[src/rtl/pfr_pkg.sv]
// Shared offsets, index codes and status bit positions for the indexed FIFO
// register front end. Assumes a 3-bit host byte address.
package pfr_pkg;

    localparam logic [2:0] OFS_DATA = 3'd0;
    localparam logic [2:0] OFS_CTRL = 3'd2;
    localparam logic [2:0] OFS_BRST = 3'd7;

    typedef enum logic [2:0] {
        IX_NONE = 3'd0,
        IX_CMD  = 3'd1,
        IX_MASK = 3'd2,
        IX_PAT  = 3'd3,
        IX_OMB  = 3'd4,
        IX_THR  = 3'd5,
        IX_IMB  = 3'd6,
        IX_RSV  = 3'd7
    } ix_e;

    localparam int SB_RST  = 7;
    localparam int SB_OFUL = 6;
    localparam int SB_IEMP = 5;
    localparam int SB_OAF  = 4;
    localparam int SB_IAE  = 3;
    localparam int SB_IMB  = 2;
    localparam int SB_PAT  = 1;
    localparam int SB_PERR = 0;

    localparam int CB_CLR  = 7;
    localparam int CB_SWAP = 6;

endpackage

[src/rtl/pfr_index.sv]
// One-shot index pointer. A write while disarmed loads an index and arms;
// the next access of either kind disarms. Assumes acc_wr and acc_rd are
// already qualified by the control offset and are never both high.
module pfr_index
    import pfr_pkg::*;
(
    input  logic       clk,
    input  logic       rst_n,
    input  logic       acc_wr,
    input  logic       acc_rd,
    input  logic [7:0] wdata,
    output logic       armed,
    output ix_e        sel
);

    ix_e sel_dec;

    // Map the written byte to an index; out-of-range bytes select nothing.
    always_comb begin
        if (wdata >= 8'd1 && wdata <= 8'd6)
            sel_dec = ix_e'(wdata[2:0]);
        else
            sel_dec = IX_NONE;
    end

    // Arm on a pointer write, disarm after exactly one routed access.
    always_ff @(posedge clk) begin
        if (!rst_n) begin
            armed <= 1'b0;
            sel   <= IX_NONE;
        end else if (armed && (acc_wr || acc_rd)) begin
            armed <= 1'b0;
        end else if (!armed && acc_wr) begin
            armed <= 1'b1;
            sel   <= sel_dec;
        end
    end

endmodule

[src/rtl/pfr_mailbox.sv]
// Pair of one-byte mailboxes. The outbound box is written by the host and
// zeroed when the board takes it; the inbound box is written by the board and
// flags full until the host reads it. clr has top priority, then the writer.
module pfr_mailbox #(
    parameter int W = 8
) (
    input  logic         clk,
    input  logic         rst_n,
    input  logic         clr,
    input  logic         host_wr,
    input  logic         host_rd,
    input  logic [W-1:0] host_wdata,
    input  logic         bd_wr,
    input  logic         bd_rd,
    input  logic [W-1:0] bd_wdata,
    output logic [W-1:0] omb_q,
    output logic [W-1:0] imb_q,
    output logic         imb_full
);

    // Outbound mailbox: host fills, board empties to zero.
    always_ff @(posedge clk) begin
        if (!rst_n || clr)
            omb_q <= '0;
        else if (host_wr)
            omb_q <= host_wdata;
        else if (bd_rd)
            omb_q <= '0;
    end

    // Inbound mailbox: board fills and flags, host read drops the flag.
    always_ff @(posedge clk) begin
        if (!rst_n || clr) begin
            imb_q    <= '0;
            imb_full <= 1'b0;
        end else if (bd_wr) begin
            imb_q    <= bd_wdata;
            imb_full <= 1'b1;
        end else if (host_rd) begin
            imb_full <= 1'b0;
        end
    end

endmodule

[src/rtl/pfr_status.sv]
// Assembles the live status byte from FIFO levels and flags, and derives the
// host interrupt. Purely combinational; assumes levels never exceed DEPTH.
module pfr_status
    import pfr_pkg::*;
#(
    parameter int DEPTH = 512,
    parameter int LW    = $clog2(DEPTH + 1)
) (
    input  logic [LW-1:0] ob_level,
    input  logic [LW-1:0] ib_level,
    input  logic [7:0]    ib_head,
    input  logic          ib_perr,
    input  logic [7:0]    thr,
    input  logic [7:0]    pat,
    input  logic          imb_full,
    input  logic          rst_flag,
    input  logic [6:0]    mask,
    input  logic          gen,
    output logic [7:0]    status,
    output logic          irq
);

    localparam int CW = ((LW > 8) ? LW : 8) + 1;

    logic [CW-1:0] ob_w, ib_w, thr_w;

    // Widen operands so the threshold sum cannot wrap.
    always_comb begin
        ob_w  = CW'(ob_level);
        ib_w  = CW'(ib_level);
        thr_w = CW'(thr);
    end

    // Status bits, each tracking its condition in the current cycle.
    always_comb begin
        status          = '0;
        status[SB_RST]  = rst_flag;
        status[SB_OFUL] = (ob_level == LW'(DEPTH));
        status[SB_IEMP] = (ib_level == '0);
        status[SB_OAF]  = ((ob_w + thr_w) >= CW'(DEPTH));
        status[SB_IAE]  = (ib_w <= thr_w);
        status[SB_IMB]  = imb_full;
        status[SB_PAT]  = (ib_level != '0) && (ib_head == pat);
        status[SB_PERR] = ib_perr;
    end

    // Reset flag bypasses the mask; everything is gated by the global enable.
    always_comb irq = gen && (rst_flag || (|(status[6:0] & mask)));

endmodule

[src/rtl/ptr_fifo_regs.sv]
// Host register front end for a byte FIFO pair with mailboxes. Decodes the
// host offsets, holds mask, pattern, threshold, view swap, reset flag and
// global enable, and muxes read data. Assumes one-cycle h_wr/h_rd strobes that
// are never both high.
module ptr_fifo_regs
    import pfr_pkg::*;
#(
    parameter int DEPTH = 512,
    parameter int LW    = $clog2(DEPTH + 1)
) (
    input  logic          clk,
    input  logic          rst_n,
    input  logic [2:0]    h_addr,
    input  logic          h_wr,
    input  logic          h_rd,
    input  logic [7:0]    h_wdata,
    output logic [7:0]    h_rdata,
    output logic          h_irq,
    input  logic [LW-1:0] ob_level,
    output logic          ob_push,
    output logic [7:0]    ob_data,
    input  logic [LW-1:0] ib_level,
    input  logic [7:0]    ib_head,
    output logic          ib_pop,
    input  logic          ib_perr,
    output logic          fifo_clr,
    output logic          board_rst,
    input  logic [7:0]    bd_status,
    input  logic          bd_irq_en,
    input  logic          bd_mb_wr,
    input  logic [7:0]    bd_mb_wdata,
    input  logic          bd_mb_rd,
    output logic [7:0]    bd_mb_rdata
);

    logic       ctl_wr, ctl_rd, armed, reg_wr, reg_rd, st_rd;
    logic       omb_wr, imb_rd, cmd_wr;
    ix_e        sel;
    logic [6:0] mask_q;
    logic [7:0] pat_q, thr_q, omb_q, imb_q, status;
    logic       swap_q, rst_flag, gen, imb_full;

    // Offset decode for the shared control address and the routed access.
    always_comb begin
        ctl_wr    = h_wr && (h_addr == OFS_CTRL);
        ctl_rd    = h_rd && (h_addr == OFS_CTRL);
        reg_wr    = ctl_wr && armed;
        reg_rd    = ctl_rd && armed;
        st_rd     = ctl_rd && !armed;
        cmd_wr    = reg_wr && (sel == IX_CMD);
        omb_wr    = reg_wr && (sel == IX_OMB);
        imb_rd    = reg_rd && (sel == IX_IMB);
        fifo_clr  = cmd_wr && h_wdata[CB_CLR];
        board_rst = h_wr && (h_addr == OFS_BRST);
        ob_push   = h_wr && (h_addr == OFS_DATA) && (ob_level != LW'(DEPTH));
        ob_data   = h_wdata;
        ib_pop    = h_rd && (h_addr == OFS_DATA) && (ib_level != '0);
    end

    pfr_index u_index (
        .clk    (clk),
        .rst_n  (rst_n),
        .acc_wr (ctl_wr),
        .acc_rd (ctl_rd),
        .wdata  (h_wdata),
        .armed  (armed),
        .sel    (sel)
    );

    pfr_mailbox #(.W(8)) u_mbox (
        .clk        (clk),
        .rst_n      (rst_n),
        .clr        (fifo_clr),
        .host_wr    (omb_wr),
        .host_rd    (imb_rd),
        .host_wdata (h_wdata),
        .bd_wr      (bd_mb_wr),
        .bd_rd      (bd_mb_rd),
        .bd_wdata   (bd_mb_wdata),
        .omb_q      (omb_q),
        .imb_q      (imb_q),
        .imb_full   (imb_full)
    );

    pfr_status #(.DEPTH(DEPTH), .LW(LW)) u_status (
        .ob_level (ob_level),
        .ib_level (ib_level),
        .ib_head  (ib_head),
        .ib_perr  (ib_perr),
        .thr      (thr_q),
        .pat      (pat_q),
        .imb_full (imb_full),
        .rst_flag (rst_flag),
        .mask     (mask_q),
        .gen      (gen),
        .status   (status),
        .irq      (h_irq)
    );

    // Plain indexed registers: mask, byte pattern and threshold.
    always_ff @(posedge clk) begin
        if (!rst_n) begin
            mask_q <= '0;
            pat_q  <= '0;
            thr_q  <= '0;
        end else if (reg_wr) begin
            case (sel)
                IX_MASK: mask_q <= h_wdata[6:0];
                IX_PAT:  pat_q  <= h_wdata;
                IX_THR:  thr_q  <= h_wdata;
                default: ;
            endcase
        end
    end

    // Status view swap, cleared by the self-clearing reset command.
    always_ff @(posedge clk) begin
        if (!rst_n)
            swap_q <= 1'b0;
        else if (cmd_wr)
            swap_q <= h_wdata[CB_CLR] ? 1'b0 : h_wdata[CB_SWAP];
    end

    // Reset-indication flag: set by any reset, cleared by a status read.
    always_ff @(posedge clk) begin
        if (!rst_n || fifo_clr || board_rst)
            rst_flag <= 1'b1;
        else if (st_rd)
            rst_flag <= 1'b0;
    end

    // Global interrupt enable: off after reset until the board turns it on.
    always_ff @(posedge clk) begin
        if (!rst_n || board_rst)
            gen <= 1'b0;
        else if (bd_irq_en)
            gen <= 1'b1;
    end

    // Host read data mux.
    always_comb begin
        h_rdata = '0;
        if (h_addr == OFS_DATA) begin
            if (ib_level != '0) h_rdata = ib_head;
        end else if (h_addr == OFS_CTRL) begin
            if (!armed) begin
                h_rdata = swap_q ? bd_status : status;
            end else begin
                case (sel)
                    IX_CMD:  h_rdata = {1'b0, swap_q, 6'b0};
                    IX_MASK: h_rdata = {1'b0, mask_q};
                    IX_PAT:  h_rdata = pat_q;
                    IX_OMB:  h_rdata = omb_q;
                    IX_THR:  h_rdata = thr_q;
                    IX_IMB:  h_rdata = imb_q;
                    default: h_rdata = '0;
                endcase
            end
        end
    end

    assign bd_mb_rdata = omb_q;

endmodule

[config.mk]
export PLATFORM = sky130hd
export DESIGN_NAME = ptr_fifo_regs
export DESIGN_NICKNAME = d
export VERILOG_FILES = /design/src/rtl/pfr_pkg.sv /design/src/rtl/pfr_index.sv /design/src/rtl/pfr_mailbox.sv /design/src/rtl/pfr_status.sv /design/src/rtl/ptr_fifo_regs.sv
export SDC_FILE = /design/constraint.sdc
export NUM_CORES = 1
export LEC_CHECK = 0
export CAP_MARGIN = 40
export CORE_UTILIZATION = 30
export DETAILED_ROUTE_END_ITERATION = 7
export GPL_TIMING_DRIVEN = 1
export PLACE_DENSITY = 0.58
export RECOVER_POWER = 25
export SETUP_SLACK_MARGIN = 0.5
export SYNTH_ARGS = -nofsm -noshare
export SYNTH_HDL_FRONTEND = slang
export SYNTH_SLANG_ARGS = --single-unit
export TNS_END_PERCENT = 1
[constraint.sdc]
create_clock -name clk -period 6.4 [get_ports clk]
set_input_delay 1.28 -clock clk [delete_from_list [all_inputs] [get_ports clk]]
set_output_delay 1.28 -clock clk [all_outputs]
set_load 0.03 [all_outputs]
==> qor.csv, run 1 <==
metric,value,unit
clock_skew,0.01160,ns
slowest_delay,0.63,ns
grt_max_degree,27,
drive_gt1_share,7.534,%
rsz0062_at_grt,no,
setup_violations,0,
cp_num_cells,8,
fmax,193.0,MHz
path_cells,clkdlybuf4s50_1 -> ha_1 -> nand3_1 -> a21o_1 -> a211o_1 -> a2111oi_0 -> a21boi_0 -> clkdlybuf4s50_1,
clkTransAtPathRegs,0.10,ns
final_cells,574,
synthCells,364,
slew_violations,0,
n_antenna_cell,0,
antenna_found_initial,0,
cpLargestDelayFamily,compound AO/OA/AOI/OAI gates,
final_cell_mix,"clkdlybuf4s50_1 (82), dfxtp_1 (47), mux2i_1 (41)",
cp_num_buf_inv,2,
worst-path-max-fanout,2,
core_area,10370,um^2
synth.distinct_cells,59,
finalSetupTns,0,ns
end_kind,primary output,
io_pins,92,
finalHoldViolations,0,
area_growth,32.47,%
critPathMostFrequentCell,clkdlybuf4s50_1,
die_h,105.6,um
reg2reg_depth,5,
ys_seq_elements,47,
cp-start-kind,input pin,
leakagePower,1.501,nW
grt_first_pass_wirelength,16.53,mm
cts.sinks,47,
layout.nets,517,
wl_per_cell,18.23,um
cts_resized,0,
postCtsSetupRepairBufs,0,
async_flop_share,0,%
status,completed,
firstDrtPassIters,4,
portBuffers,91,
cp.required,5.12,ns
holdPathStages,2,
n_fill_cell,1086,
slew_headroom,37.21,%
grt_overflow,0,
cts_buffer_depth,2,
path_class,in -> out,
syn_area_per_cell,8.851,um^2
detail-route-antenna-nets,0,
fin_crit_sh,80.95,%
cts_tree,done,
place_hpwl,8.031,mm
start_util,31.07,%
syn_nets,444,
rows,37,
crit_arrival,3.90,ns
placed_area,4172,um^2
grt.total_usage,18.94,%
place_inst,566,
hold_buffers,0,
clock_latency,0.31,ns
numCtsBuffers,5,
cp_slowest_cell,clkdlybuf4s50_1,
drc,0,
die_area,11160,um^2
grt_pass1_vias,3076,
drtIter0Drc,194,
yosysSeqAreaShare,29.20,%
die_w,105.6,um
hold_slack,0.5069,ns
cts_htree_levels,2,
vias,3004,
ys.warnings.count,0,
netlist_area,3222,um^2
drt_wl_total,10.47,mm
max-cap-violations,0,
ir_drop,0.07927,mV
hp-class,reg -> reg,
cts-root-buf,clkbuf_8,
synth_ff_type,dfxtp_1,
worst-slew-pin-transition,0.9384,ns
period_minus_slack,5.181,ns
via_per_inst,5.233,
post-route-cell-area,4268,um^2
synth-edff-count,0,
gp_congestion,0.8689,
final_common_cell,clkdlybuf4s50_1,
power_density,151.6,nW/um^2
==> kinds of logic after synthesis <==
kind of cell	count (synthesis)	share of synthesized area (%)
AO/OA/AOI/OAI	84	18.80
XOR/XNOR	8	2.175
flip-flops	47	29.20
adder cells (fa/ha/maj)	17	6.835
buffers and inverters	39	6.097
AND/OR/NAND/NOR	127	23.81
multiplexers	42	13.09
==> sequential cells by signal, indices dropped and copies added, names as in the netlist <==
| register | flops |
|---|---|
| u_mbox.omb_q | 8 |
| thr_q | 8 |
| gen | 1 |
| swap_q | 1 |
| rst_flag | 1 |
| mask_q | 7 |
| u_mbox.imb_q | 8 |
| u_index.sel | 3 |
| pat_q | 8 |
| u_mbox.imb_full | 1 |
| u_index.armed | 1 |
==> cell usage after synthesis (all sizes together) (2+ instances only) <==
library cell,instances,area [um^2]
nor2,21,95.09
and3,2,12.51
nor2b,30,190.2
or4,5,45.04
nand2,27,101.4
a221oi,6,58.80
a21oi,24,120.1
or3,3,18.77
a22oi,7,52.55
nand4b,2,17.52
nand3b,2,15.01
nor4,5,43.79
mux2i,41,410.4
ha,16,200.2
nand4,4,25.02
xnor2,8,70.07
a2111oi,2,17.52
nor3,3,37.53
a211o,2,17.52
or3b,9,78.83
a211oi,5,37.54
dfxtp,47,940.9
o2bb2ai,2,17.52
o21ai,5,25.02
a22o,6,57.56
o211ai,4,30.03
clkbuf,7,26.28
a221o,4,40.04
o22ai,5,31.28
nand2b,2,12.51
inv,12,45.04
buf,20,125.1
a21o,3,22.52
a21boi,2,15.01
nand3,7,35.03
==> where the power goes <==
| part | switching, mW | internal [mW] |
|---|---|---|
| logic | 0.0551 | 0.0628 |
| clock network | 0.110 | 0.119 |
| registers | 0.00363 | 0.297 |
| total | 0.169 | 0.478 |
==> worst paths after layout <==
kind	startpoint	to	slack, ns
worst max-delay path	ib_level[5]	h_irq	1.22
worst min-delay path	u_mbox.imb_q[2]$_SDFFE_PP0P_	u_mbox.imb_q[2]$_SDFFE_PP0P_	0.51
worst max register to register	u_index.sel[2]$_SDFFE_PN0P_	thr_q[6]$_SDFFE_PN0P_	3.73
worst min register to register	u_mbox.imb_q[2]$_SDFFE_PP0P_	u_mbox.imb_q[2]$_SDFFE_PP0P_	0.51
==> worst register-to-register path, cell delays in order (launching register included) <==
cell and delay (ns):
dfxtp_1 0.82, nand2_1 0.11, or4_1 0.55, nor2_1 0.76
mux2i_1 0.28, nor2b_1 0.06
==> routing by layer <==
| metal | GRT usage (%) | vias to the layer above | wire (um) |
|---|---|---|---|
| met3 | 2.288 | 8 | 631 |
| met2 | 31.25 | 98 | 4676 |
| met5 | 0 | - | 0 |
| met1 | 26.71 | 1419 | 5076 |
| li1 | - | 1479 | - |
| met4 | 3.274 | 0 | 82 |
==> metrics by stage <==
stage               util (%)  power (mW)  worst slack (ns)
floorplan                  -      0.3566             2.014
global placement       40.03      0.4227             1.316
detailed placement     40.23      0.4247             1.245
CTS                    41.35      0.6521             1.229
global route           41.16      0.6724             1.042
finish                 41.16      0.6470             1.219
==> cell type report <==
type	count	area [um^2]	area share (%)
Clock buffer	5	68.82	1.612
Multi-Input combinational cell	278	2064	48.37
Tap cell	136	170.2	3.987
Timing Repair Buffer	93	930.9	21.81
Clock inverter	3	47.55	1.114
Inverter	12	45.04	1.055
Sequential cell	47	940.9	22.05
No activity file was read; power rests on OpenSTA's default activity.
==> inputs of run 2 (changes only) <==
- clock period: 6.4 -> 4.8 ns (I/O delays scaled with it)
==> qor.csv, run 2 (synthesized netlist as in run 1, its figures left out) <==
metric,value,unit,change
cts.sinks,47,,unchanged
place_hpwl,7.979,mm,was 8.031 mm
clkTransAtPathRegs,0.09,ns,was 0.10 ns
hold_buffers,0,,unchanged
setup_violations,0,,unchanged
reg2reg_depth,5,,unchanged
wl_per_cell,17.88,um,was 18.23 um
end_kind,primary output,,unchanged
setup_ws,0.3725,ns,was 1.219 ns
dp_worst_setup_slack,0.2837,ns,was 1.245 ns
slew_headroom,39.87,%,was 37.21%
start_util,31.07,%,unchanged
drt_wl_total,10.36,mm,was 10.47 mm
grt_overflow,0,,unchanged
fin_crit_sh,92.24,%,
cts_htree_levels,2,,unchanged
leakagePower,1.540,nW,was 1.501 nW
r2r_setup_slack,2.34,ns,was 3.73 ns
r2r-end,thr_q[5]$_SDFFE_PN0P_,,was thr_q[6]$_SDFFE_PN0P_
layout.nets,522,,was 517
gp_congestion,0.8631,,was 0.8689
clock_skew,0.005584,ns,was 0.01160 ns
drtIter0Drc,209,,was 194
portBuffers,91,,unchanged
detail-route-antenna-nets,0,,unchanged
die_w,105.6,um,unchanged
worst-slew-pin-transition,0.8986,ns,was 0.9384 ns
fmax,225.9,MHz,
numCtsBuffers,5,,unchanged
finalSetupTns,0,ns,unchanged
cp-start-kind,input pin,,unchanged
period_minus_slack,4.427,ns,
path_class,in -> out,,unchanged
antenna_found_initial,0,,unchanged
hp-class,reg -> reg,,unchanged
rr_startpoint,u_index.armed$_SDFFE_PP0P_,,was u_index.sel[2]$_SDFFE_PN0P_
vias,3042,,was 3004
slew_violations,0,,unchanged
rows,37,,unchanged
cts_buffer_depth,2,,unchanged
crit_arrival,3.47,ns,was 3.90 ns
cp.required,3.84,ns,was 5.12 ns
firstDrtPassIters,4,,unchanged
core_area,10370,um^2,unchanged
die_area,11160,um^2,unchanged
final_common_cell,clkdlybuf4s50_1,,unchanged
startpoint,ob_level[0],,was ib_level[5]
clock_latency,0.30,ns,was 0.31 ns
ir_drop,0.1166,mV,was 0.07927 mV
worst-path-max-fanout,2,,unchanged
n_fill_cell,1047,,was 1086
die_h,105.6,um,unchanged
cts_tree,done,,unchanged
p_total,0.8271,mW,was 0.6470 mW
endpoint,h_rdata[4],,was h_irq
via_per_inst,5.254,,was 5.233
grt.total_usage,18.50,%,was 18.94%
area_growth,33.36,%,was 32.47%
status,completed,,unchanged
max-cap-violations,0,,unchanged
io_pins,92,,unchanged
rsz0062_at_grt,yes,,was no
grt_max_degree,27,,unchanged
grt_first_pass_wirelength,16.04,mm,was 16.53 mm
drive_gt1_share,8.578,%,was 7.534%
final_cell_mix,"clkdlybuf4s50_1 (80), dfxtp_1 (47), mux2i_1 (41)",,"was clkdlybuf4s50_1 (82), dfxtp_1 (47), mux2i_1 (41)"
finalHoldViolations,0,,unchanged
cts-root-buf,clkbuf_8,,unchanged
hold_slack,0.5104,ns,was 0.5069 ns
n_antenna_cell,0,,unchanged
grt_pass1_vias,2988,,was 3076
drc,0,,unchanged
power_density,192.5,nW/um^2,was 151.6 nW/um^2
## run 2: cell types whose count changed in the layout (fill, tap and decap cells not counted), sizes merged
cell / before / now
buf: 2 / 7
bufinv: 1 / 0
clkbuf: 5 / 7
clkdlybuf4s50: 82 / 80
clkinv: 1 / 0
clkinvlp: 0 / 1
dlygate4sd2: 0 / 1
dlymetal6s2s: 0 / 1
inv: 13 / 12
## run 2: where the power goes
group / internal [mW] / switching (mW) / total, mW
logic: 0.0838 / 0.0729 / 0.157
registers: 0.395 / 0.00482 / 0.400
clock network: 0.131 / 0.139 / 0.270
total: 0.610 / 0.217 / 0.827
## run 2: layout make-up
type / instances / area (um^2) / area share, %
tap: 136 / 170.2 / 3.960
inverter: 12 / 45.04 / 1.048
timing repair buffer: 98 / 972.2 / 22.63
multi-input combinational: 278 / 2064 / 48.05
sequential: 47 / 940.9 / 21.90
clock inverter: 1 / 7.507 / 0.1747
clock buffer: 7 / 96.34 / 2.242
## run 2: worst min-delay path by stage
stage,start,end,cells past startpoint
floorplan,gen$_SDFFE_PP0P_,gen$_SDFFE_PP0P_,2
global placement,gen$_SDFFE_PP0P_,gen$_SDFFE_PP0P_,2
detailed placement,u_mbox.imb_q[4]$_SDFFE_PP0P_,u_mbox.imb_q[4]$_SDFFE_PP0P_,2
CTS,gen$_SDFFE_PP0P_,gen$_SDFFE_PP0P_,2
global route,u_mbox.imb_q[4]$_SDFFE_PP0P_,u_mbox.imb_q[4]$_SDFFE_PP0P_,2
finish,gen$_SDFFE_PP0P_,gen$_SDFFE_PP0P_,2
## run 2: repair_timing
| action | CTS | global route |
|---|---|---|
| endpoints found under the setup margin | 5 | 9 |
| resized for setup | 1 | 1 |
| setup buffers | 0 | 0 |
## run 2: worst max-delay path, stage by stage
cell	delay, ns
clkdlybuf4s50_1	0.42
ha_1	0.23
fa_1	0.36
a211oi_1	0.28
o211a_1	0.18
o21ai_0	0.10
o211ai_1	0.21
a22oi_1	0.11
clkdlybuf4s50_1	0.61
## run 2: routing by layer
| layer | vias up | track usage [%] | wire length (um) |
|---|---|---|---|
| li1 | 1495 | - | - |
| met3 | 9 | 2.783 | 653 |
| met5 | - | 0 | 0 |
| met4 | 0 | 3.274 | 85 |
| met1 | 1415 | 26.25 | 5044 |
| met2 | 123 | 29.89 | 4571 |
## run 2: stage by stage
stage / cells / util [%] / cell area, um^2
floorplan: 364 / - / 3222
global placement: 570 / 40.47 / 4197
detailed placement: 571 / 40.61 / 4212
CTS: 579 / 41.60 / 4314
global route: 579 / 41.43 / 4297
finish: 579 / 41.43 / 4297
==> inputs of run 3 (changes only) <==
- HOLD_SLACK_MARGIN: default -> 0.15
- SLEW_MARGIN: default -> 30
==> qor.csv, run 3 (synthesized netlist as in run 1, its figures left out) <==
metric,value,unit,change
status,completed,,unchanged
rows,37,,unchanged
max-cap-violations,0,,unchanged
path_cells,dlygate4sd3_1 -> or3b_2 -> a2111oi_0 -> a221o_1 -> clkdlybuf4s50_1,,was clkdlybuf4s50_1 -> ha_1 -> fa_1 -> a211oi_1 -> o211a_1 -> o21ai_0 -> o211ai_1 -> a22oi_1 -> clkdlybuf4s50_1
die_w,105.6,um,unchanged
setup_violations,0,,unchanged
drc,0,,unchanged
finalSetupTns,0,ns,unchanged
hold_slack,0.5111,ns,was 0.5104 ns
ir_drop,0.1076,mV,was 0.1166 mV
area_growth,33.24,%,was 33.36%
slew_violations,0,,unchanged
start_util,31.07,%,unchanged
period_minus_slack,4.458,ns,was 4.427 ns
setup_ws,0.3425,ns,was 0.3725 ns
grt.total_usage,18.61,%,was 18.50%
place_inst,571,,unchanged
numCtsBuffers,5,,unchanged
vias,3074,,was 3042
firstDrtPassIters,4,,unchanged
layout.nets,522,,unchanged
slowest_delay,0.68,ns,was 0.61 ns
cts_buffer_depth,2,,unchanged
leakagePower,1.539,nW,was 1.540 nW
via_per_inst,5.309,,was 5.254
antenna_found_initial,0,,unchanged
drive_gt1_share,8.578,%,unchanged
dp_worst_setup_slack,0.2987,ns,was 0.2837 ns
io_pins,92,,unchanged
end_kind,primary output,,unchanged
grt_pass1_vias,2967,,was 2988
grt_max_degree,24,,was 27
clock_latency,0.30,ns,about the same
cts_tree,done,,unchanged
cp.required,3.84,ns,about the same
slew_headroom,38.80,%,was 39.87%
placed_area,4208,um^2,was 4212 um^2
cts.sinks,47,,unchanged
n_antenna_cell,0,,unchanged
worst-slew-pin-transition,0.9146,ns,was 0.8986 ns
drtIter0Drc,218,,was 209
post-route-cell-area,4293,um^2,was 4297 um^2
cp_slowest_cell,clkdlybuf4s50_1,,unchanged
finalHoldViolations,0,,unchanged
core_area,10370,um^2,unchanged
hp-class,reg -> reg,,unchanged
n_fill_cell,1062,,was 1047
place_hpwl,8.017,mm,was 7.979 mm
power_density,192.3,nW/um^2,was 192.5 nW/um^2
postCtsSetupRepairBufs,0,,unchanged
die_area,11160,um^2,unchanged
cts_htree_levels,2,,unchanged
clkTransAtPathRegs,0.09,ns,about the same
clock_skew,0.007851,ns,was 0.005584 ns
portBuffers,91,,unchanged
drt_wl_total,10.59,mm,was 10.36 mm
final_cell_mix,"clkdlybuf4s50_1 (78), dfxtp_1 (47), mux2i_1 (41)",,"was clkdlybuf4s50_1 (80), dfxtp_1 (47), mux2i_1 (41)"
detail-route-antenna-nets,0,,unchanged
cts-root-buf,clkbuf_8,,unchanged
cp_num_buf_inv,2,,unchanged
crit_arrival,3.50,ns,was 3.47 ns
grt_overflow,0,,unchanged
worst-path-max-fanout,7,,was 2
die_h,105.6,um,unchanged
rsz0062_at_grt,yes,,unchanged
fmax,224.3,MHz,was 225.9 MHz
gp_congestion,0.8631,,unchanged
path_class,in -> out,,unchanged
final_cells,579,,unchanged
grt_first_pass_wirelength,16.10,mm,was 16.04 mm
final_common_cell,clkdlybuf4s50_1,,unchanged
wl_per_cell,18.28,um,was 17.88 um
cp-start-kind,input pin,,unchanged
fin_crit_sh,92.87,%,was 92.24%
cpLargestDelayFamily,buffers and inverters,,unchanged
==> run 3: changes by cell type in the layout (fill, tap and decap cells not counted), sizes merged <==
cell,previous run,this run
dlygate4sd3,9,11
clkdlybuf4s50,80,78
==> run 3: repair_timing <==
| action | in CTS | in global routing |
|---|---|---|
| hold buffers | 0 | 0 |
| setup endpoints to repair | 5 | 9 |
| hold endpoints to repair | 0 | 0 |
| gates resized for setup | 1 | 1 |
| pin swaps | 0 | 0 |
==> run 3: worst min-delay path: cells and delay by family (launching register included) <==
family           cells  cell delay [ns]
flip-flops           1             0.34
multiplexers         1             0.07
AND/OR/NAND/NOR      1             0.07
==> run 3: final cells by class <==
type	count	area, um^2	share of cell area [%]
multi-input combinational	278	2064	48.09
timing repair buffer	98	968.4	22.56
sequential	47	940.9	21.92
tap	136	170.2	3.964
clock buffer	7	96.34	2.244
inverter	12	45.04	1.049
clock inverter	1	7.507	0.1749
==> run 3: routing by layer <==
| metal | GRT usage [%] | vias to the layer above | part of all wire, % |
|---|---|---|---|
| li1 | - | 1497 | - |
| met4 | 2.976 | 0 | 0.59 |
| met2 | 30.08 | 121 | 45 |
| met3 | 3.092 | 6 | 6.9 |
| met5 | 0 | - | 0 |
| met1 | 26.34 | 1450 | 48 |
==> run 3: path summary, 6_finish.rpt <==
kind	from	end	slack, ns	cells after the start
max	h_addr[2]	h_rdata[1]	0.34	5
min	u_mbox.imb_q[4]$_SDFFE_PP0P_	u_mbox.imb_q[4]$_SDFFE_PP0P_	0.51	2
max reg2reg	u_index.armed$_SDFFE_PP0P_	thr_q[2]$_SDFFE_PN0P_	2.35	5
min reg2reg	u_mbox.imb_q[4]$_SDFFE_PP0P_	u_mbox.imb_q[4]$_SDFFE_PP0P_	0.51	2
==> run 3: power by group <==
group          leakage, nW  internal [mW]  switching, mW
registers            0.381          0.395        0.00490
clock network       0.0505          0.131          0.137
logic                 1.11         0.0833         0.0739
total                 1.54          0.610          0.216
==> run 3: through the flow <==
| step | utilization [%] | power, mW |
|---|---|---|
| 3_3_place_gp | 40.47 | 0.5646 |
| 6_report | 41.40 | 0.8257 |
| 5_1_grt | 41.40 | 0.8607 |
| 3_5_place_dp | 40.58 | 0.5663 |
| 4_1_cts | 41.57 | 0.8319 |
| 2_1_floorplan | - | 0.4755 |
